[src/rtl/rtrace_pkg.sv]
package rtrace_pkg;

  // Ten wide fields precede the single-byte tail of the record.
  localparam int unsigned WORD_FIELDS = 10;
  localparam int unsigned TAIL_BYTES  = 8;
  // Position of the halt byte inside the tail (consumer decodes it here).
  localparam int unsigned HALT_SLOT   = 6;
  localparam int unsigned ACC_W       = 4;

  typedef enum logic {ST_IDLE, ST_SEND} ser_state_e;

  // Byte mask for an access width; widths beyond max_bytes saturate.
  function automatic logic [7:0] width_to_mask(input logic [ACC_W-1:0] width,
                                               input int unsigned max_bytes);
    int unsigned w;
    w = 32'(width);
    if (w > max_bytes) w = max_bytes;
    if (w == 0) return 8'h00;
    return 8'hFF >> (8 - w);
  endfunction

  function automatic logic [7:0] flag_byte(input logic f);
    return {7'b0, f};
  endfunction

endpackage

[src/rtl/rtrace_field_rules.sv]
module rtrace_field_rules
  import rtrace_pkg::*;
#(
  parameter int unsigned WORD_BYTES = 8,
  parameter int unsigned REG_IDX_W  = 5,
  localparam int unsigned FIELD_W   = 8 * WORD_BYTES
) (
  input  logic                 rd_we,
  input  logic [REG_IDX_W-1:0] rd_idx,
  input  logic [FIELD_W-1:0]   rd_val,
  input  logic [REG_IDX_W-1:0] rs1_idx,
  input  logic [FIELD_W-1:0]   rs1_val,
  input  logic [REG_IDX_W-1:0] rs2_idx,
  input  logic [FIELD_W-1:0]   rs2_val,
  input  logic [FIELD_W-1:0]   mem_addr,
  input  logic [ACC_W-1:0]     rwidth,
  input  logic [ACC_W-1:0]     wwidth,
  input  logic [FIELD_W-1:0]   rdata,
  input  logic [FIELD_W-1:0]   wdata,
  output logic [7:0]           rd_idx_o,
  output logic [FIELD_W-1:0]   rd_val_o,
  output logic [7:0]           rs1_idx_o,
  output logic [FIELD_W-1:0]   rs1_val_o,
  output logic [7:0]           rs2_idx_o,
  output logic [FIELD_W-1:0]   rs2_val_o,
  output logic [FIELD_W-1:0]   mem_addr_o,
  output logic [FIELD_W-1:0]   rdata_o,
  output logic [FIELD_W-1:0]   wdata_o,
  output logic [7:0]           rmask_o,
  output logic [7:0]           wmask_o
);

  localparam int unsigned IDX_PAD = 8 - REG_IDX_W;

  logic [REG_IDX_W-1:0] rd_idx_eff;
  logic                 rd_live;
  logic                 rd_access;
  logic                 wr_access;

  always_comb begin
    rd_idx_eff = rd_we ? rd_idx : '0;
    rd_live    = (rd_idx_eff != '0);
    rd_access  = (rwidth != '0);
    wr_access  = (wwidth != '0);

    rd_idx_o   = {{IDX_PAD{1'b0}}, rd_idx_eff};
    rd_val_o   = rd_live ? rd_val : '0;

    rs1_idx_o  = {{IDX_PAD{1'b0}}, rs1_idx};
    rs1_val_o  = (rs1_idx != '0) ? rs1_val : '0;
    rs2_idx_o  = {{IDX_PAD{1'b0}}, rs2_idx};
    rs2_val_o  = (rs2_idx != '0) ? rs2_val : '0;

    mem_addr_o = (rd_access || wr_access) ? mem_addr : '0;
    rdata_o    = rd_access ? rdata : '0;
    wdata_o    = wr_access ? wdata : '0;
    rmask_o    = width_to_mask(rwidth, WORD_BYTES);
    wmask_o    = width_to_mask(wwidth, WORD_BYTES);
  end

endmodule

[src/rtl/rtrace_record_pack.sv]
module rtrace_record_pack
  import rtrace_pkg::*;
#(
  parameter int unsigned WORD_BYTES = 8,
  parameter int unsigned INSN_W     = 32,
  localparam int unsigned FIELD_W   = 8 * WORD_BYTES,
  localparam int unsigned REC_BYTES = WORD_FIELDS * WORD_BYTES + TAIL_BYTES,
  localparam int unsigned REC_W     = 8 * REC_BYTES
) (
  input  logic               halt_only,
  input  logic [FIELD_W-1:0] order,
  input  logic [FIELD_W-1:0] pc_before,
  input  logic [FIELD_W-1:0] pc_after,
  input  logic [INSN_W-1:0]  insn,
  input  logic [FIELD_W-1:0] rs1_val,
  input  logic [FIELD_W-1:0] rs2_val,
  input  logic [FIELD_W-1:0] rd_val,
  input  logic [FIELD_W-1:0] mem_addr,
  input  logic [FIELD_W-1:0] rdata,
  input  logic [FIELD_W-1:0] wdata,
  input  logic [7:0]         rmask,
  input  logic [7:0]         wmask,
  input  logic [7:0]         rs1_idx,
  input  logic [7:0]         rs2_idx,
  input  logic [7:0]         rd_idx,
  input  logic               trap,
  input  logic               halt,
  input  logic               intr,
  output logic [REC_W-1:0]   rec
);

  localparam int unsigned TAIL_BASE = 8 * WORD_FIELDS * WORD_BYTES;
  localparam int unsigned HALT_BIT  = TAIL_BASE + 8 * HALT_SLOT;

  logic [FIELD_W-1:0] word_a [WORD_FIELDS];
  logic [7:0]         tail_a [TAIL_BYTES];
  logic [REC_W-1:0]   body;
  logic [REC_W-1:0]   halt_rec;

  // Field order is fixed: the consumer decodes by byte position.
  assign word_a[0] = order;
  assign word_a[1] = pc_before;
  assign word_a[2] = pc_after;
  assign word_a[3] = {{(FIELD_W-INSN_W){1'b0}}, insn};
  assign word_a[4] = rs1_val;
  assign word_a[5] = rs2_val;
  assign word_a[6] = rd_val;
  assign word_a[7] = mem_addr;
  assign word_a[8] = rdata;
  assign word_a[9] = wdata;

  assign tail_a[0] = rmask;
  assign tail_a[1] = wmask;
  assign tail_a[2] = rs1_idx;
  assign tail_a[3] = rs2_idx;
  assign tail_a[4] = rd_idx;
  assign tail_a[5] = flag_byte(trap);
  assign tail_a[6] = flag_byte(halt);
  assign tail_a[7] = flag_byte(intr);

  for (genvar gw = 0; gw < WORD_FIELDS; gw++) begin : g_word
    assign body[gw*FIELD_W +: FIELD_W] = word_a[gw];
  end
  for (genvar gt = 0; gt < TAIL_BYTES; gt++) begin : g_tail
    assign body[TAIL_BASE + gt*8 +: 8] = tail_a[gt];
  end

  always_comb begin
    halt_rec           = '0;
    halt_rec[HALT_BIT] = 1'b1;
  end

  assign rec = halt_only ? halt_rec : body;

endmodule

[src/rtl/rtrace_byte_stream.sv]
module rtrace_byte_stream
  import rtrace_pkg::*;
#(
  parameter int unsigned REC_BYTES = 88,
  localparam int unsigned REC_W    = 8 * REC_BYTES,
  localparam int unsigned CNT_W    = $clog2(REC_BYTES)
) (
  input  logic             clk,
  input  logic             rst,
  input  logic             load,
  input  logic [REC_W-1:0] load_rec,
  input  logic             last_byte,
  input  logic             tx_ready,
  output logic             idle,
  output logic             tx_valid,
  output logic [7:0]       tx_data,
  output logic             byte_fire,
  output logic [CNT_W-1:0] byte_cnt
);

  ser_state_e       state_q;
  logic [REC_W-1:0] shreg_q;
  logic [CNT_W-1:0] cnt_q;

  assign idle      = (state_q == ST_IDLE);
  assign tx_valid  = (state_q == ST_SEND);
  assign tx_data   = shreg_q[7:0];
  assign byte_fire = tx_valid && tx_ready;
  assign byte_cnt  = cnt_q;

  always_ff @(posedge clk) begin
    if (rst) begin
      state_q <= ST_IDLE;
      shreg_q <= '0;
      cnt_q   <= '0;
    end else begin
      unique case (state_q)
        ST_IDLE: begin
          if (load) begin
            shreg_q <= load_rec;
            cnt_q   <= '0;
            state_q <= ST_SEND;
          end
        end
        ST_SEND: begin
          if (byte_fire) begin
            shreg_q <= shreg_q >> 8;
            if (last_byte) begin
              cnt_q   <= '0;
              state_q <= ST_IDLE;
            end else begin
              cnt_q <= cnt_q + 1'b1;
            end
          end
        end
        default: state_q <= ST_IDLE;
      endcase
    end
  end

endmodule

[src/rtl/retire_trace_serializer.sv]
module retire_trace_serializer
  import rtrace_pkg::*;
#(
  parameter int unsigned WORD_BYTES = 8,
  parameter int unsigned REG_IDX_W  = 5,
  parameter int unsigned INSN_W     = 32,
  localparam int unsigned FIELD_W   = 8 * WORD_BYTES,
  localparam int unsigned REC_BYTES = WORD_FIELDS * WORD_BYTES + TAIL_BYTES,
  localparam int unsigned REC_W     = 8 * REC_BYTES,
  localparam int unsigned CNT_W     = $clog2(REC_BYTES)
) (
  input  logic                 clk,
  input  logic                 rst,
  input  logic                 retire_valid,
  output logic                 retire_ready,
  input  logic                 halt_req,
  input  logic [FIELD_W-1:0]   ret_order,
  input  logic [FIELD_W-1:0]   ret_pc_before,
  input  logic [FIELD_W-1:0]   ret_pc_after,
  input  logic [INSN_W-1:0]    ret_insn,
  input  logic [REG_IDX_W-1:0] ret_rs1_idx,
  input  logic [FIELD_W-1:0]   ret_rs1_val,
  input  logic [REG_IDX_W-1:0] ret_rs2_idx,
  input  logic [FIELD_W-1:0]   ret_rs2_val,
  input  logic                 ret_rd_we,
  input  logic [REG_IDX_W-1:0] ret_rd_idx,
  input  logic [FIELD_W-1:0]   ret_rd_val,
  input  logic [FIELD_W-1:0]   ret_mem_addr,
  input  logic [ACC_W-1:0]     ret_mem_rwidth,
  input  logic [ACC_W-1:0]     ret_mem_wwidth,
  input  logic [FIELD_W-1:0]   ret_mem_rdata,
  input  logic [FIELD_W-1:0]   ret_mem_wdata,
  input  logic                 ret_trap,
  input  logic                 ret_halt,
  input  logic                 ret_intr,
  output logic [7:0]           tx_data,
  output logic                 tx_valid,
  input  logic                 tx_ready,
  output logic                 rec_done
);

  localparam logic [CNT_W-1:0] LAST_IDX = CNT_W'(REC_BYTES - 1);

  // Named internal events, visible to the bound checker.
  logic             idle;
  logic             capture_fire;
  logic             byte_fire;
  logic             last_byte;
  logic [CNT_W-1:0] byte_cnt;
  logic [REC_W-1:0] next_rec;

  logic [7:0]         c_rd_idx, c_rs1_idx, c_rs2_idx, c_rmask, c_wmask;
  logic [FIELD_W-1:0] c_rd_val, c_rs1_val, c_rs2_val;
  logic [FIELD_W-1:0] c_addr, c_rdata, c_wdata;

  assign retire_ready = idle && !halt_req;
  assign capture_fire = idle && (halt_req || retire_valid);
  assign last_byte    = (byte_cnt == LAST_IDX);
  assign rec_done     = byte_fire && last_byte;

  rtrace_field_rules #(
    .WORD_BYTES(WORD_BYTES),
    .REG_IDX_W (REG_IDX_W)
  ) u_rules (
    .rd_we     (ret_rd_we),
    .rd_idx    (ret_rd_idx),
    .rd_val    (ret_rd_val),
    .rs1_idx   (ret_rs1_idx),
    .rs1_val   (ret_rs1_val),
    .rs2_idx   (ret_rs2_idx),
    .rs2_val   (ret_rs2_val),
    .mem_addr  (ret_mem_addr),
    .rwidth    (ret_mem_rwidth),
    .wwidth    (ret_mem_wwidth),
    .rdata     (ret_mem_rdata),
    .wdata     (ret_mem_wdata),
    .rd_idx_o  (c_rd_idx),
    .rd_val_o  (c_rd_val),
    .rs1_idx_o (c_rs1_idx),
    .rs1_val_o (c_rs1_val),
    .rs2_idx_o (c_rs2_idx),
    .rs2_val_o (c_rs2_val),
    .mem_addr_o(c_addr),
    .rdata_o   (c_rdata),
    .wdata_o   (c_wdata),
    .rmask_o   (c_rmask),
    .wmask_o   (c_wmask)
  );

  rtrace_record_pack #(
    .WORD_BYTES(WORD_BYTES),
    .INSN_W    (INSN_W)
  ) u_pack (
    .halt_only(halt_req),
    .order    (ret_order),
    .pc_before(ret_pc_before),
    .pc_after (ret_pc_after),
    .insn     (ret_insn),
    .rs1_val  (c_rs1_val),
    .rs2_val  (c_rs2_val),
    .rd_val   (c_rd_val),
    .mem_addr (c_addr),
    .rdata    (c_rdata),
    .wdata    (c_wdata),
    .rmask    (c_rmask),
    .wmask    (c_wmask),
    .rs1_idx  (c_rs1_idx),
    .rs2_idx  (c_rs2_idx),
    .rd_idx   (c_rd_idx),
    .trap     (ret_trap),
    .halt     (ret_halt),
    .intr     (ret_intr),
    .rec      (next_rec)
  );

  rtrace_byte_stream #(
    .REC_BYTES(REC_BYTES)
  ) u_stream (
    .clk      (clk),
    .rst      (rst),
    .load     (capture_fire),
    .load_rec (next_rec),
    .last_byte(last_byte),
    .tx_ready (tx_ready),
    .idle     (idle),
    .tx_valid (tx_valid),
    .tx_data  (tx_data),
    .byte_fire(byte_fire),
    .byte_cnt (byte_cnt)
  );

endmodule

[config.mk]
export PLATFORM = sky130hd
export DESIGN_NAME = retire_trace_serializer
export DESIGN_NICKNAME = d
export VERILOG_FILES = /design/src/rtl/rtrace_pkg.sv /design/src/rtl/rtrace_field_rules.sv /design/src/rtl/rtrace_record_pack.sv /design/src/rtl/rtrace_byte_stream.sv /design/src/rtl/retire_trace_serializer.sv
export SDC_FILE = /design/constraint.sdc
export NUM_CORES = 1
export LEC_CHECK = 0
export BUFFER_PORTS_ARGS = -buffer_cell sky130_fd_sc_hd__buf_4
export CORE_MARGIN = 8
export CORE_UTILIZATION = 25
export DETAILED_ROUTE_END_ITERATION = 16
export MAX_ROUTING_LAYER = met4
export PLACE_DENSITY = 0.42
export SYNTH_ARGS = -nofsm -noshare
export SYNTH_HDL_FRONTEND = slang
export SYNTH_HIERARCHICAL = 1
export SYNTH_SLANG_ARGS = --single-unit
[constraint.sdc]
create_clock -name clk -period 4.8 [get_ports clk]
set_input_delay 0.48 -clock clk [delete_from_list [all_inputs] [get_ports clk]]
set_output_delay 0.48 -clock clk [all_outputs]
set_load 0.03 [all_outputs]
==> out/metrics.cfg <==
[run_status]
outcome=finished, final reports clean

[clock_network]
clk_path_buf_depth=3
post_cts_buffers=0
clk_latency_ns=0.68
cts_resized=0
postCtsHoldBufs=0
numClockSinks=712
cts_htree_levels=3
cts_buffers=91
cts_tree=yes
clk_root_buffer_cell=clkbuf_16
clkTransAtPathRegs_ns=0.05

[floorplanning]
die_x_um=430
die_area_um2=185000
core_um2=170000
ios=651
fp.dieH_um=430
start_util_pct=25.2
rows=151

[hold_path]
holdCritPathClass=input pin to flop

[power_and_ir_drop]
finalPower_w=0.0190
vdd_drop_max_mv=0.212
clockPowerShare_pct=36.7
p_leak_nw=19.5
sw_frac_of_total_pct=31.5
seqPwrFrac_pct=38.2
intPower_w=0.0130
switching_power_w=0.00600
powerDensity_nw_per_um2=370
p_comb_share_pct=25.1

[route]
wl_met1_um=62000
wl_per_cell_um=18.8
top_layer_used=met4
drc=0
drt_iter0_drc=1328
wl_met3_um=3790
firstDrtPassIters=4
vias=31200
wirelength_um=135000
viasPerCell=4.37
postRouteAntennaNets=0
dr_wl_met2_um=64900

[timing]
finalHoldViolCount=0
min_period_ns=3.13
slew_viol_final=0
worstMarginPinSlew_ns=1.12
max_freq_ghz=0.320
period_share_pct=65.2
fin_tns_setup_ns=0
finClkSkew_ns=0.0360
relSlewSlack_pct=25.2
setup_violations=0
holdWs_ns=0.202
grt_setup_unrepaired=no

[worst_setup_path]
worstSetupEndpointType=primary output
arrival_ns=2.65
critical_path_class=flop to primary output
worst_ep_required_time_ns=4.32
cp-start-kind=flop
critPathMaxFanout=56

[global_routing]
antenna_found_initial=12
grt_start_max_net_pins=171
grt_pass1_wl_um=203000
grt_pass1_vias=31800
track_usage_pct=14.3
grt_overflow=0

[logic_synthesis]
post-synth-top-area-cell=dfxtp_1
async_reset_ff_share_pct=0
synth_area_leaders=dfxtp_1 33%, a211oi_2 18%, mux2i_1 16%, nor2b_1 13%, nor2_1 6.3%
yosys_warnings=6
synth_top_flop_cell=dfxtp_1
synth.top_cell.area_share_pct=33.3
synth_cells=4491
synth_common_cells=885 x nor2b_1, 713 x nor2_1, 712 x dfxtp_1
ys_seq_area_share_pct=33.3
synth_cell_type_count=51
avgSynthCellArea_um2=9.52
synth_edf_count=0
synth_seq_cells=712
yosysMostFrequentCell=nor2b_1
netlist_area_um2=42800

[placed_design]
portBuffers=650
place_congestion=0.737
dp_hpwl_um=93100
place_area_um2=48400

[layout]
drive_gt1_share_pct=31.1
final_area_um2=51500
synthToLayoutAreaGrowth_pct=20.4
layout.nets=5497
final_core_util_pct=30.3

[job]
cap_viol_max_count=0

state kept, by name (all words and copies together) (netlist names):
| name | flops |
|---|---|
| u_stream/shreg_q | 704 |
| u_stream/byte_cnt | 7 |
| u_stream/tx_valid | 1 |
metal layers:
| layer | vias to the layer above | track usage, % |
|---|---|---|
| met1 | 14500 | 18.0 |
| met4 | 0 | 4.21 |
| met3 | 163 | 2.20 |
| met5 | - | - |
| li1 | 16100 | - |
| met2 | 468 | 23.6 |
through the flow:
stage,std cells,setup slack (ns)
final,7150,1.67
after global routing,7149,1.48
after CTS,7145,1.50
after detailed placement,6977,1.80
after global placement,6977,1.80
after floorplan,4551,2.32
path summary, 6_finish.rpt:
| check | end | slack, ns | from | cells past startpoint |
|---|---|---|---|---|
| setup / recovery | tx_valid | 1.67 | u_stream/tx_valid | 2 |
| setup reg to reg | u_stream/shreg_q[80] | 2.03 | u_stream/tx_valid | 4 |
| hold / removal | u_stream/tx_valid | 0.20 | tx_ready | 4 |
| hold reg to reg | u_stream/shreg_q[26] | 0.50 | u_stream/shreg_q[26] | 2 |
kinds of logic after synthesis:
kind of cell / share of synthesized area, %
DFF: 33.3
AOI/OAI and AO/OA: 20.1
adders and majority gates: 0.170
and+or+nand+nor: 22.7
muxes: 16.4
buffers and inverters: 7.33
other: 0.0176
power groups by stage:
stage	clock (W)	sequential, W	combinational [W]
floorplan	0	0.00719	0.00392
global placement	0	0.00741	0.00479
detailed placement	0	0.00741	0.00484
CTS	0.00730	0.00729	0.00486
global route	0.00752	0.00739	0.00525
finish	0.00698	0.00727	0.00478
layout by cell type, fill, tap and decap left out, types with 28 or more instances in the layout:
cell type / synthesis / routed
conb_1: 2 / 62
a211oi_1: 98 / 98
nor2b_1: 885 / 885
a211oi_2: 600 / 600
buf_4: 84 / 692
clkbuf_16: 0 / 94
dfxtp_1: 712 / 711
mux2i_1: 698 / 698
and2_1: 75 / 75
nor2_1: 713 / 713
and2b_1: 28 / 28
clkbuf_8: 0 / 29
and2_4: 55 / 55
final cells by class:
class                      count  area, um2
clock buffer                 147       2840
fill                       18000     118000
antenna                        5       12.5
timing repair buffer         719       5730
multi-input combinational   3318      25600
clock inverter                21        215
tap                         2218       2780
sequential                   712      14300
inverter                      10       37.5
critical path, cell delays in order, from the launching register on:
cell	delay (ns)
dfxtp_4	0.80
buf_4	0.85
buf_4	0.30
Note: power is estimated with default switching activity, not from simulation.
